`src/rtl/mt_pkg.sv`:
```
package mt_pkg;
   // register addresses
   localparam int ADR_CNT  = 0;
   localparam int ADR_FLG  = 1;
   localparam int ADR_IEN  = 2;
   localparam int ADR_TEN  = 3;
   localparam int ADR_MOD  = 4;
   localparam int ADR_GPO  = 5;
   localparam int ADR_ACT  = 6;
   localparam int ADR_CMP0 = 8;

   typedef enum logic [1:0] {
      ACT_NONE   = 2'b00,
      ACT_LOW    = 2'b01,
      ACT_HIGH   = 2'b10,
      ACT_TOGGLE = 2'b11
   } act_e;

   function automatic logic next_level(act_e a, logic cur);
      case (a)
         ACT_LOW:    next_level = 1'b0;
         ACT_HIGH:   next_level = 1'b1;
         ACT_TOGGLE: next_level = ~cur;
         default:    next_level = cur;
      endcase
   endfunction
endpackage

```
`src/rtl/mt_counter.sv`:
```
module mt_counter #(
   parameter int CNT_W = 16
) (
   input  logic             clk,
   input  logic             rst_n,
   input  logic             en,
   input  logic             ld,
   input  logic [CNT_W-1:0] ld_val,
   output logic [CNT_W-1:0] cnt
);
   always_ff @(posedge clk or negedge rst_n) begin
      if (!rst_n)
         cnt <= '0;
      else if (ld)
         cnt <= ld_val;
      else if (en)
         cnt <= cnt + CNT_W'(1);
   end
endmodule

```
`src/rtl/mt_slot.sv`:
```
module mt_slot #(
   parameter int CNT_W = 16
) (
   input  logic [CNT_W-1:0] cnt,
   input  logic [CNT_W-1:0] cmp_val,
   input  logic             cnt_en,
   output logic             hit
);
   // one match per count value: only while the counter is about to move on
   assign hit = cnt_en && (cnt == cmp_val);
endmodule

```
`src/rtl/mt_pin.sv`:
```
module mt_pin (
   input  logic       clk,
   input  logic       rst_n,
   input  logic       hit,
   input  logic [1:0] act,
   output logic       level
);
   import mt_pkg::*;

   always_ff @(posedge clk or negedge rst_n) begin
      if (!rst_n)
         level <= 1'b0;
      else if (hit)
         level <= next_level(act_e'(act), level);
   end
endmodule

```
`src/rtl/mt_regbank.sv`:
```
module mt_regbank #(
   parameter int CNT_W  = 16,
   parameter int N_PIN  = 4,
   parameter int N_ALL  = 8,
   parameter int ADDR_W = 4,
   parameter int DATA_W = 16
) (
   input  logic                        clk,
   input  logic                        rst_n,
   input  logic                        wr,
   input  logic [ADDR_W-1:0]           addr,
   input  logic [DATA_W-1:0]           wdata,
   input  logic [CNT_W-1:0]            cnt,
   input  logic [N_ALL-1:0]            hit,
   output logic [DATA_W-1:0]           rdata,
   output logic                        cnt_ld,
   output logic [N_ALL-1:0][CNT_W-1:0] cmp,
   output logic [N_ALL-1:0]            flags,
   output logic [N_ALL-1:0]            ien,
   output logic [N_ALL-1:0]            ten,
   output logic [N_PIN-1:0]            mode,
   output logic [N_PIN-1:0]            gpo,
   output logic [N_ALL-1:0][1:0]       act
);
   import mt_pkg::*;

   localparam logic [ADDR_W-1:0] A_CNT  = ADDR_W'(ADR_CNT);
   localparam logic [ADDR_W-1:0] A_FLG  = ADDR_W'(ADR_FLG);
   localparam logic [ADDR_W-1:0] A_IEN  = ADDR_W'(ADR_IEN);
   localparam logic [ADDR_W-1:0] A_TEN  = ADDR_W'(ADR_TEN);
   localparam logic [ADDR_W-1:0] A_MOD  = ADDR_W'(ADR_MOD);
   localparam logic [ADDR_W-1:0] A_GPO  = ADDR_W'(ADR_GPO);
   localparam logic [ADDR_W-1:0] A_ACT  = ADDR_W'(ADR_ACT);
   localparam logic [ADDR_W-1:0] A_CMP0 = ADDR_W'(ADR_CMP0);

   logic [N_ALL-1:0] clr;

   assign cnt_ld = wr && (addr == A_CNT);
   assign clr    = (wr && addr == A_FLG) ? wdata[N_ALL-1:0] : '0;

   // flags: a match wins over a clear in the same cycle
   always_ff @(posedge clk or negedge rst_n) begin
      if (!rst_n)
         flags <= '0;
      else
         flags <= (flags & ~clr) | hit;
   end

   always_ff @(posedge clk or negedge rst_n) begin
      if (!rst_n) begin
         ien  <= '0;
         ten  <= '0;
         mode <= '0;
         gpo  <= '0;
         act  <= '0;
      end else if (wr) begin
         if (addr == A_IEN) ien  <= wdata[N_ALL-1:0];
         if (addr == A_TEN) ten  <= wdata[N_ALL-1:0];
         if (addr == A_MOD) mode <= wdata[N_PIN-1:0];
         if (addr == A_GPO) gpo  <= wdata[N_PIN-1:0];
         if (addr == A_ACT) act  <= wdata[2*N_ALL-1:0];
      end
   end

   for (genvar i = 0; i < N_ALL; i++) begin : g_cmp
      always_ff @(posedge clk or negedge rst_n) begin
         if (!rst_n)
            cmp[i] <= '0;
         else if (wr && addr == A_CMP0 + ADDR_W'(i))
            cmp[i] <= wdata[CNT_W-1:0];
      end
   end

   always_comb begin
      rdata = '0;
      case (addr)
         A_CNT:   rdata = DATA_W'(cnt);
         A_FLG:   rdata = DATA_W'(flags);
         A_IEN:   rdata = DATA_W'(ien);
         A_TEN:   rdata = DATA_W'(ten);
         A_MOD:   rdata = DATA_W'(mode);
         A_GPO:   rdata = DATA_W'(gpo);
         A_ACT:   rdata = DATA_W'(act);
         default: rdata = '0;
      endcase
      for (int i = 0; i < N_ALL; i++)
         if (addr == A_CMP0 + ADDR_W'(i))
            rdata = DATA_W'(cmp[i]);
   end
endmodule

```
`src/rtl/match_timer.sv`:
```
module match_timer #(
   parameter int CNT_W  = 16,
   parameter int N_PIN  = 4,
   parameter int N_CMP  = 4,
   parameter int ADDR_W = 4,
   parameter int DATA_W = 16
) (
   input  logic              clk,
   input  logic              rst_n,
   input  logic              cnt_en,
   input  logic              bus_wr,
   input  logic [ADDR_W-1:0] bus_addr,
   input  logic [DATA_W-1:0] bus_wdata,
   output logic [DATA_W-1:0] bus_rdata,
   output logic [N_PIN-1:0]  pin_out,
   output logic              irq,
   output logic              trig
);
   localparam int N_ALL = N_PIN + N_CMP;

   if (DATA_W < CNT_W)
      $error("match_timer: DATA_W must hold the counter");
   if (DATA_W < 2 * N_ALL)
      $error("match_timer: DATA_W must hold all action codes");
   if (mt_pkg::ADR_CMP0 + N_ALL > (1 << ADDR_W))
      $error("match_timer: ADDR_W too small for compare registers");
   if (N_PIN < 1)
      $error("match_timer: at least one pinned register is required");

   logic [CNT_W-1:0]            cnt;
   logic                        cnt_ld;
   logic [N_ALL-1:0]            hit;
   logic [N_ALL-1:0][CNT_W-1:0] cmp;
   logic [N_ALL-1:0]            flags;
   logic [N_ALL-1:0]            ien;
   logic [N_ALL-1:0]            ten;
   logic [N_PIN-1:0]            mode;
   logic [N_PIN-1:0]            gpo;
   logic [N_ALL-1:0][1:0]       act;
   logic [N_PIN-1:0]            level;
   logic                        trig_q;

   mt_counter #(.CNT_W(CNT_W)) u_cnt (
      .clk    (clk),
      .rst_n  (rst_n),
      .en     (cnt_en),
      .ld     (cnt_ld),
      .ld_val (bus_wdata[CNT_W-1:0]),
      .cnt    (cnt)
   );

   mt_regbank #(
      .CNT_W(CNT_W), .N_PIN(N_PIN), .N_ALL(N_ALL),
      .ADDR_W(ADDR_W), .DATA_W(DATA_W)
   ) u_regs (
      .clk    (clk),
      .rst_n  (rst_n),
      .wr     (bus_wr),
      .addr   (bus_addr),
      .wdata  (bus_wdata),
      .cnt    (cnt),
      .hit    (hit),
      .rdata  (bus_rdata),
      .cnt_ld (cnt_ld),
      .cmp    (cmp),
      .flags  (flags),
      .ien    (ien),
      .ten    (ten),
      .mode   (mode),
      .gpo    (gpo),
      .act    (act)
   );

   for (genvar i = 0; i < N_ALL; i++) begin : g_reg
      mt_slot #(.CNT_W(CNT_W)) u_slot (
         .cnt     (cnt),
         .cmp_val (cmp[i]),
         .cnt_en  (cnt_en),
         .hit     (hit[i])
      );
      if (i < N_PIN) begin : g_pinned
         mt_pin u_pin (
            .clk   (clk),
            .rst_n (rst_n),
            .hit   (hit[i]),
            .act   (act[i]),
            .level (level[i])
         );
         assign pin_out[i] = mode[i] ? level[i] : gpo[i];
      end
   end

   always_ff @(posedge clk or negedge rst_n) begin
      if (!rst_n)
         trig_q <= 1'b0;
      else
         trig_q <= |(hit & ten);
   end

   assign trig = trig_q;
   assign irq  = |(flags & ien);
endmodule

```
`config.mk`:
```
export PLATFORM = sky130hd
export DESIGN_NAME = match_timer
export DESIGN_NICKNAME = d
export VERILOG_FILES = /design/src/rtl/mt_pkg.sv /design/src/rtl/mt_counter.sv /design/src/rtl/mt_slot.sv /design/src/rtl/mt_pin.sv /design/src/rtl/mt_regbank.sv /design/src/rtl/match_timer.sv
export SDC_FILE = /design/constraint.sdc
export NUM_CORES = 1
export LEC_CHECK = 0
export ABC_AREA = 1
export CORE_MARGIN = 5
export CORE_UTILIZATION = 36
export DETAILED_ROUTE_END_ITERATION = 7
export DONT_BUFFER_PORTS = 1
export SLEW_MARGIN = 40
export SYNTH_ARGS = -nofsm -noshare
export SYNTH_HDL_FRONTEND = slang
export SYNTH_SLANG_ARGS = --single-unit
```
`constraint.sdc`:
```
create_clock -name clk -period 3.2 [get_ports clk]
set_input_delay 0.16 -clock clk [delete_from_list [all_inputs] [get_ports clk]]
set_output_delay 0.16 -clock clk [all_outputs]
set_load 0.005 [all_outputs]
```
# Word-level counts from Yosys, hierarchy flattened
# Index checks and enable logic that the tools add are counted.
[classes] n_reduce_logical=35 n_div=0 n_eq_ne=34 shifts=0 addsub=1 mux=20 n_lt_le_gt_ge=0 n_mul=0 n_bitwise=9
[op_table] op="$mux 16" count=10
[op_table] op="$eq 16x16->1" count=8
[op_table] op="$pmux 16 s7" count=1
[op_table] op="$eq 4x4->1 const B" count=8
[op_table] op="$and 8x8->8" count=3
[op_table] op="$logic_and 1x1->1" count=18
[op_table] op="$reduce_and 2->1" count=9
[op_table] op="$add 16x1->16 const B" count=1
[op_table] op="$eq 2x2->1 const B" count=8
[op_table] op="$reduce_or 8->1" count=2
[op_table] op="$eq 4x3->1 const B" count=3
[op_table] op="$pmux 1 s3" count=4
[op_table] op="$reduce_bool 3->1" count=4
[op_table] op="$eq 2x1->1 const B" count=4
[op_table] op="$eq 4x2->1 const B" count=2
[op_table] op="$mux 8" count=1
[op_table] op="$not 8->8" count=1
[op_table] op="$or 8x8->8" count=1
[op_table] op="$eq 4x1->1 const B" count=1
[op_table] op="$logic_not 4->1" count=1
[op_table] op="$mux 1" count=4
[op_table] op="$not 1->1" count=4
[op_table] op="$reduce_bool 2->1" count=1
[totals] latch_bits=0 out_inout_bits=22 romBits=0 elab_cells=126 regBits=197 ram_bits=0 mem_count=0 input_bits=24

# Longest topological paths before layout
[depth] ltp_word=10 mapped_depth=12

# Hierarchy
# From an unflattened synthesis, not the netlist that was laid out.
[unflattened] cells_unflattened=1689 area_unflattened_um2=11513.5
[modules_own_cells] mod="mt_regbank" cells_each=977 n_inst=1 area_each_um2=7908.8
[modules_own_cells] mod="mt_slot" cells_each=63 n_inst=8 area_each_um2=275.3
[modules_own_cells] mod="mt_counter" cells_each=141 n_inst=1 area_each_um2=1034.7
[modules_own_cells] mod="match_timer" cells_each=43 n_inst=1 area_each_um2=187.7
[modules_own_cells] mod="mt_pin" cells_each=6 n_inst=4 area_each_um2=45.0

# Worst setup path after synthesis
# OpenSTA, ideal clock, no wires.
[synth_timing] path_type="register to register" startpoint="register u_cnt.cnt[7]" endpoint="register g_reg[0].g_pinned.u_pin.level" t_required_ps=3072 slack_ps=1670 setup_ps=128 t_arrival_ps=1402 n_path_buf=2 path_stages_with_launch=11 path_cell_list="dfrtp_1 clkbuf_2 inv_1 buf_2 o21ai_0 nor2_1 nand2_1 nor2_1 nand3_1 o21ai_0 o31ai_1"
[synth_via] elab_chain_cells=3
[synth_lines] element="start, declared" line_no="mt_counter.sv:9" text="output logic [CNT_W-1:0] cnt"
[synth_lines] element="start signal, assigned" line_no="mt_counter.sv:15" text="cnt <= ld_val;"
[synth_lines] element="start signal, assigned" line_no="mt_counter.sv:17" text="cnt <= cnt + CNT_W'(1);"
[synth_lines] element="$eq 16x16->1" line_no="mt_slot.sv:10" text="assign hit = cnt_en && (cnt == cmp_val);"
[synth_lines] element="$logic_and 1x1->1" line_no="mt_slot.sv:10"
[synth_lines] element="$reduce_and 2->1 (no source line)"
[synth_lines] element="end signal, assigned" line_no="mt_pin.sv:14" text="level <= next_level(act_e'(act), level);"
[synth_lines] element="end, declared" line_no="mt_pin.sv:6" text="output logic level"
# Every way passes these cells.
# A chain may end at the register's enable or synchronous reset.

# Worst setup path in the final report
[layout_timing] startpoint="register u_cnt.cnt[0]" endpoint="output bus_rdata[0]"
[layout_via] elab_chain_cells=9
[layout_lines] element="$pmux 16 s7" line_no="mt_regbank.sv:76" text="case (addr)"
[layout_lines] element="$mux 16 (8 in a row)" line_no="mt_regbank.sv:87" text="if (addr == A_CMP0 + ADDR_W'(i))"
[layout_lines] element="end, declared" line_no="match_timer.sv:14" text="output logic [DATA_W-1:0] bus_rdata,"
# Every way passes these cells.

==> flow_summary.ini <==
[run_status]
status = complete, but fails checks
failed_checks = negative hold slack

[placed_design]
dp_slack_ps = 811
io_buffers = 0
place_area_sq_um = 11200
dp_hpwl_um = 29500
place.gp.congestion = 0.946

[drt]
wl_per_cell_um = 21.7
drc_errors = 0
drt-total-wl_um = 40300
drtPass1Iterations = 6
ant_nets = 0
drtIter0Drc = 1184
avgViaCountPerCell = 5.51
vias = 10200

[synthesis]
synth.area.top_cells = dfrtp_1, nand2_1, o21ai_0, nor2_1, inv_1
syn_avg_cell_area_sq_um = 7.44
ys_types = 43
synth_area_leader_cell = dfrtp_1
synth-seq-area-share_pct = 44.8
syn_nets = 1505
yosysTopAreaCellShare_pct = 44.8
netlist_area_sq_um = 11000
syn-instance-count = 1480
ys_seq_elements = 197
synth_warnings = 0

[setup_path]
worstPathArrival_ps = 2310
r2r-end = g_reg[3].g_pinned.u_pin.level$_DFFE_PN0P_
cp-end-kind = output port
cp_slowest_cell = dfrtp_1
critPathMaxStageDelay_ps = 660
critPathKind = register to output port
r2r_slack_ps = 760
r2r-start = u_cnt.cnt[0]$_DFFE_PN0P_
reg2reg_depth = 9
crit_start = u_cnt.cnt[0]$_DFFE_PN0P_
cp_common_cell = nor2_1
critical_path_required_ps = 3040
worstPathMaxFanout = 12
path_cells = clkinv_1 > nor2_1 > nor2_1 > nand3_1 > nand2_1 > nand4_1 > nor2_1 > nand3_1
start_kind = register

[floorplan]
rows = 64
start_util_pct = 36.2
dieArea_sq_um = 34200
fp.dieW_um = 185
io-pin-count = 46
die_h_um = 185
core-area_sq_um = 30400

[flow_run]
drv_cap = 0

[global_routing]
antenna_found_initial = 0
groute.usage.overall_pct = 23.6
grt_max_degree = 198
grt-ovfl-total = 0
grt_pass1_wl_um = 61100
grt_pass1_vias = 9506

[timing]
layout_setup_ws_ps = 725
finClkSkew_ps = 13.3
finalCriticalPeriod_ps = 2470
max_slew_margin_pct = 50.8
setup_violations = 0
finalMaxSlewViolations = 0
hold_viol = 197
clock.fmax_mhz = 404
tns_ps = 0
tightestPinTransition_ps = 737
timing.final.crit_share_pct = 77.3
rsz0062_at_grt = no
fin_hold_ws_ps = -598

[pwr]
leakagePower_uw = 0.00555
p_per_area_nw_per_um2 = 672
total_power_uw = 8000
ir_drop_mv = 0.355

[clocking]
cts_tree = yes
cts_sinks = 197
ctsHoldBuffers = 12
numCtsBuffers = 17
cts-root-buf = clkbuf_16
cts_resized = 0
clockBufferDepth = 2
cts_setup_buffers = 0
htree_levels = 4
clkLatencyLatePin_ps = 450
path_clk_slew_ps = 80

[layout]
area_growth_pct = 8.18
postLayoutCoreUtil_pct = 39.1
nNetsFinal = 1471
fin_area_sq_um = 11900
layout-drive-gt1-share_pct = 5.76
antenna_cells = 0
final.fill_count = 3174

[hold_path]
min_path_type = input pin to asynchronous set/reset pin
-- layout make-up --
class,instances,area [sq um],share of cell area (%)
multi-input cells,1092,5300,44.5
flip-flops and latches,197,4930,41.4
well taps,396,495,4.16
inverters,119,447,3.75
clock buffers,18,429,3.60
repair buffers,19,173,1.45
clock inverters,13,140,1.18
-- sequential cells by signal (all words and copies together) (netlist names) --
name                    cells
u_regs.cmp                128
u_cnt.cnt                  16
u_regs.act                 16
u_regs.flags                8
u_regs.ien                  8
u_regs.ten                  8
g.g_pinned.u_pin.level      4
u_regs.gpo                  4
u_regs.mode                 4
trig                        1
-- cell usage after synthesis --
cell type	number
a21oi_1	15
a21oi_2	1
a221oi_1	3
a22o_1	1
a31oi_1	1
buf_1	1
buf_2	33
buf_4	5
buf_6	3
clkbuf_1	29
clkbuf_2	1
clkinv_1	2
dfrtp_1	197
ha_1	1
inv_1	109
inv_2	8
nand2_1	461
nand2_2	7
nand2_4	4
nand3_1	76
nand3b_1	3
nand4_1	24
nor2_1	118
nor2_2	5
nor2_4	9
nor2_8	2
nor3_1	14
nor3_2	1
nor4_1	1
o2111ai_1	3
o211ai_1	5
o211ai_2	1
o21ai_0	218
o21ai_1	13
o21bai_1	1
o221ai_1	12
o22ai_1	27
o31ai_1	2
or2_0	2
or2_1	1
or2_2	3
xnor2_1	16
xor2_1	41
-- power breakdown --
group	total [uW]	leakage (uW)	internal [uW]	switching, uW
clock	2180	0.000279	1100	1080
combinational	2050	0.00276	749	1310
sequential	3770	0.00251	2990	782
total	8000	0.00555	4840	3170
-- stage by stage --
| stage | instances | hold slack [ps] |
|---|---|---|
| 6_report | 1854 | -598 |
| 3_5_place_dp | 1811 | -127 |
| 5_1_grt | 1854 | -617 |
| 3_3_place_gp | 1811 | -126 |
| 2_1_floorplan | 1480 | -136 |
| 4_1_cts | 1854 | -604 |
-- routing by layer --
metal  GRT usage (%)  vias up  part of all wire [%]  routed length (um)
met3            3.87       72                   8.0                3220
met4            6.43        0                   2.7                1080
li1                -     4756                     -                   -
met1            33.9     4901                    44               17700
met2            37.1      481                    45               18300
met5               0        -                     0                   0
-- cell usage in the layout (no fill, tap or decap), types with 3 or more instances in the layout --
cell type	n
a21oi_1	15
a221oi_1	3
buf_4	7
clkbuf_16	17
clkinv_4	4
dfrtp_1	197
dlygate4sd3_1	12
inv_1	109
inv_2	8
inv_8	4
nand2_1	456
nand2_2	12
nand2_4	4
nand3_1	76
nand3b_1	3
nand4_1	24
nor2_1	118
nor2_2	5
nor2_4	9
nor3_1	13
o2111ai_1	3
o211ai_1	5
o21ai_0	218
o21ai_1	13
o221ai_1	12
o22ai_1	27
or2_2	3
xnor2_1	16
xor2_1	41
-- worst max-delay path: cells and delay by family (launching register included) --
family	cells	cell delay [ps]
buffers and inverters	1	490
DFF	1	660
and+or+nand+nor	7	720
-- kinds of logic (layout without fill, tap and decap cells) --
family	after synthesis	in the layout	share of synthesized area (%)
compound gates	303	303	15.0
flops	197	197	44.8
xor+xnor	57	57	4.54
simple gates	731	731	28.3
buf+inv	191	169	7.27
fa+ha+maj	1	1	0.114
-- how the worst max path moves through the flow --
stage / end / depth (start not counted) / slack [ps]
floorplan: g_reg[0].g_pinned.u_pin.level$_DFFE_PN0P_ / 10 / 1670
global placement: g_reg[3].g_pinned.u_pin.level$_DFFE_PN0P_ / 9 / 850
detailed placement: g_reg[3].g_pinned.u_pin.level$_DFFE_PN0P_ / 9 / 810
CTS: bus_rdata[0] / 8 / 720
global route: bus_rdata[0] / 8 / 610
finish: bus_rdata[0] / 8 / 730
(Power assumes the default switching activity.)
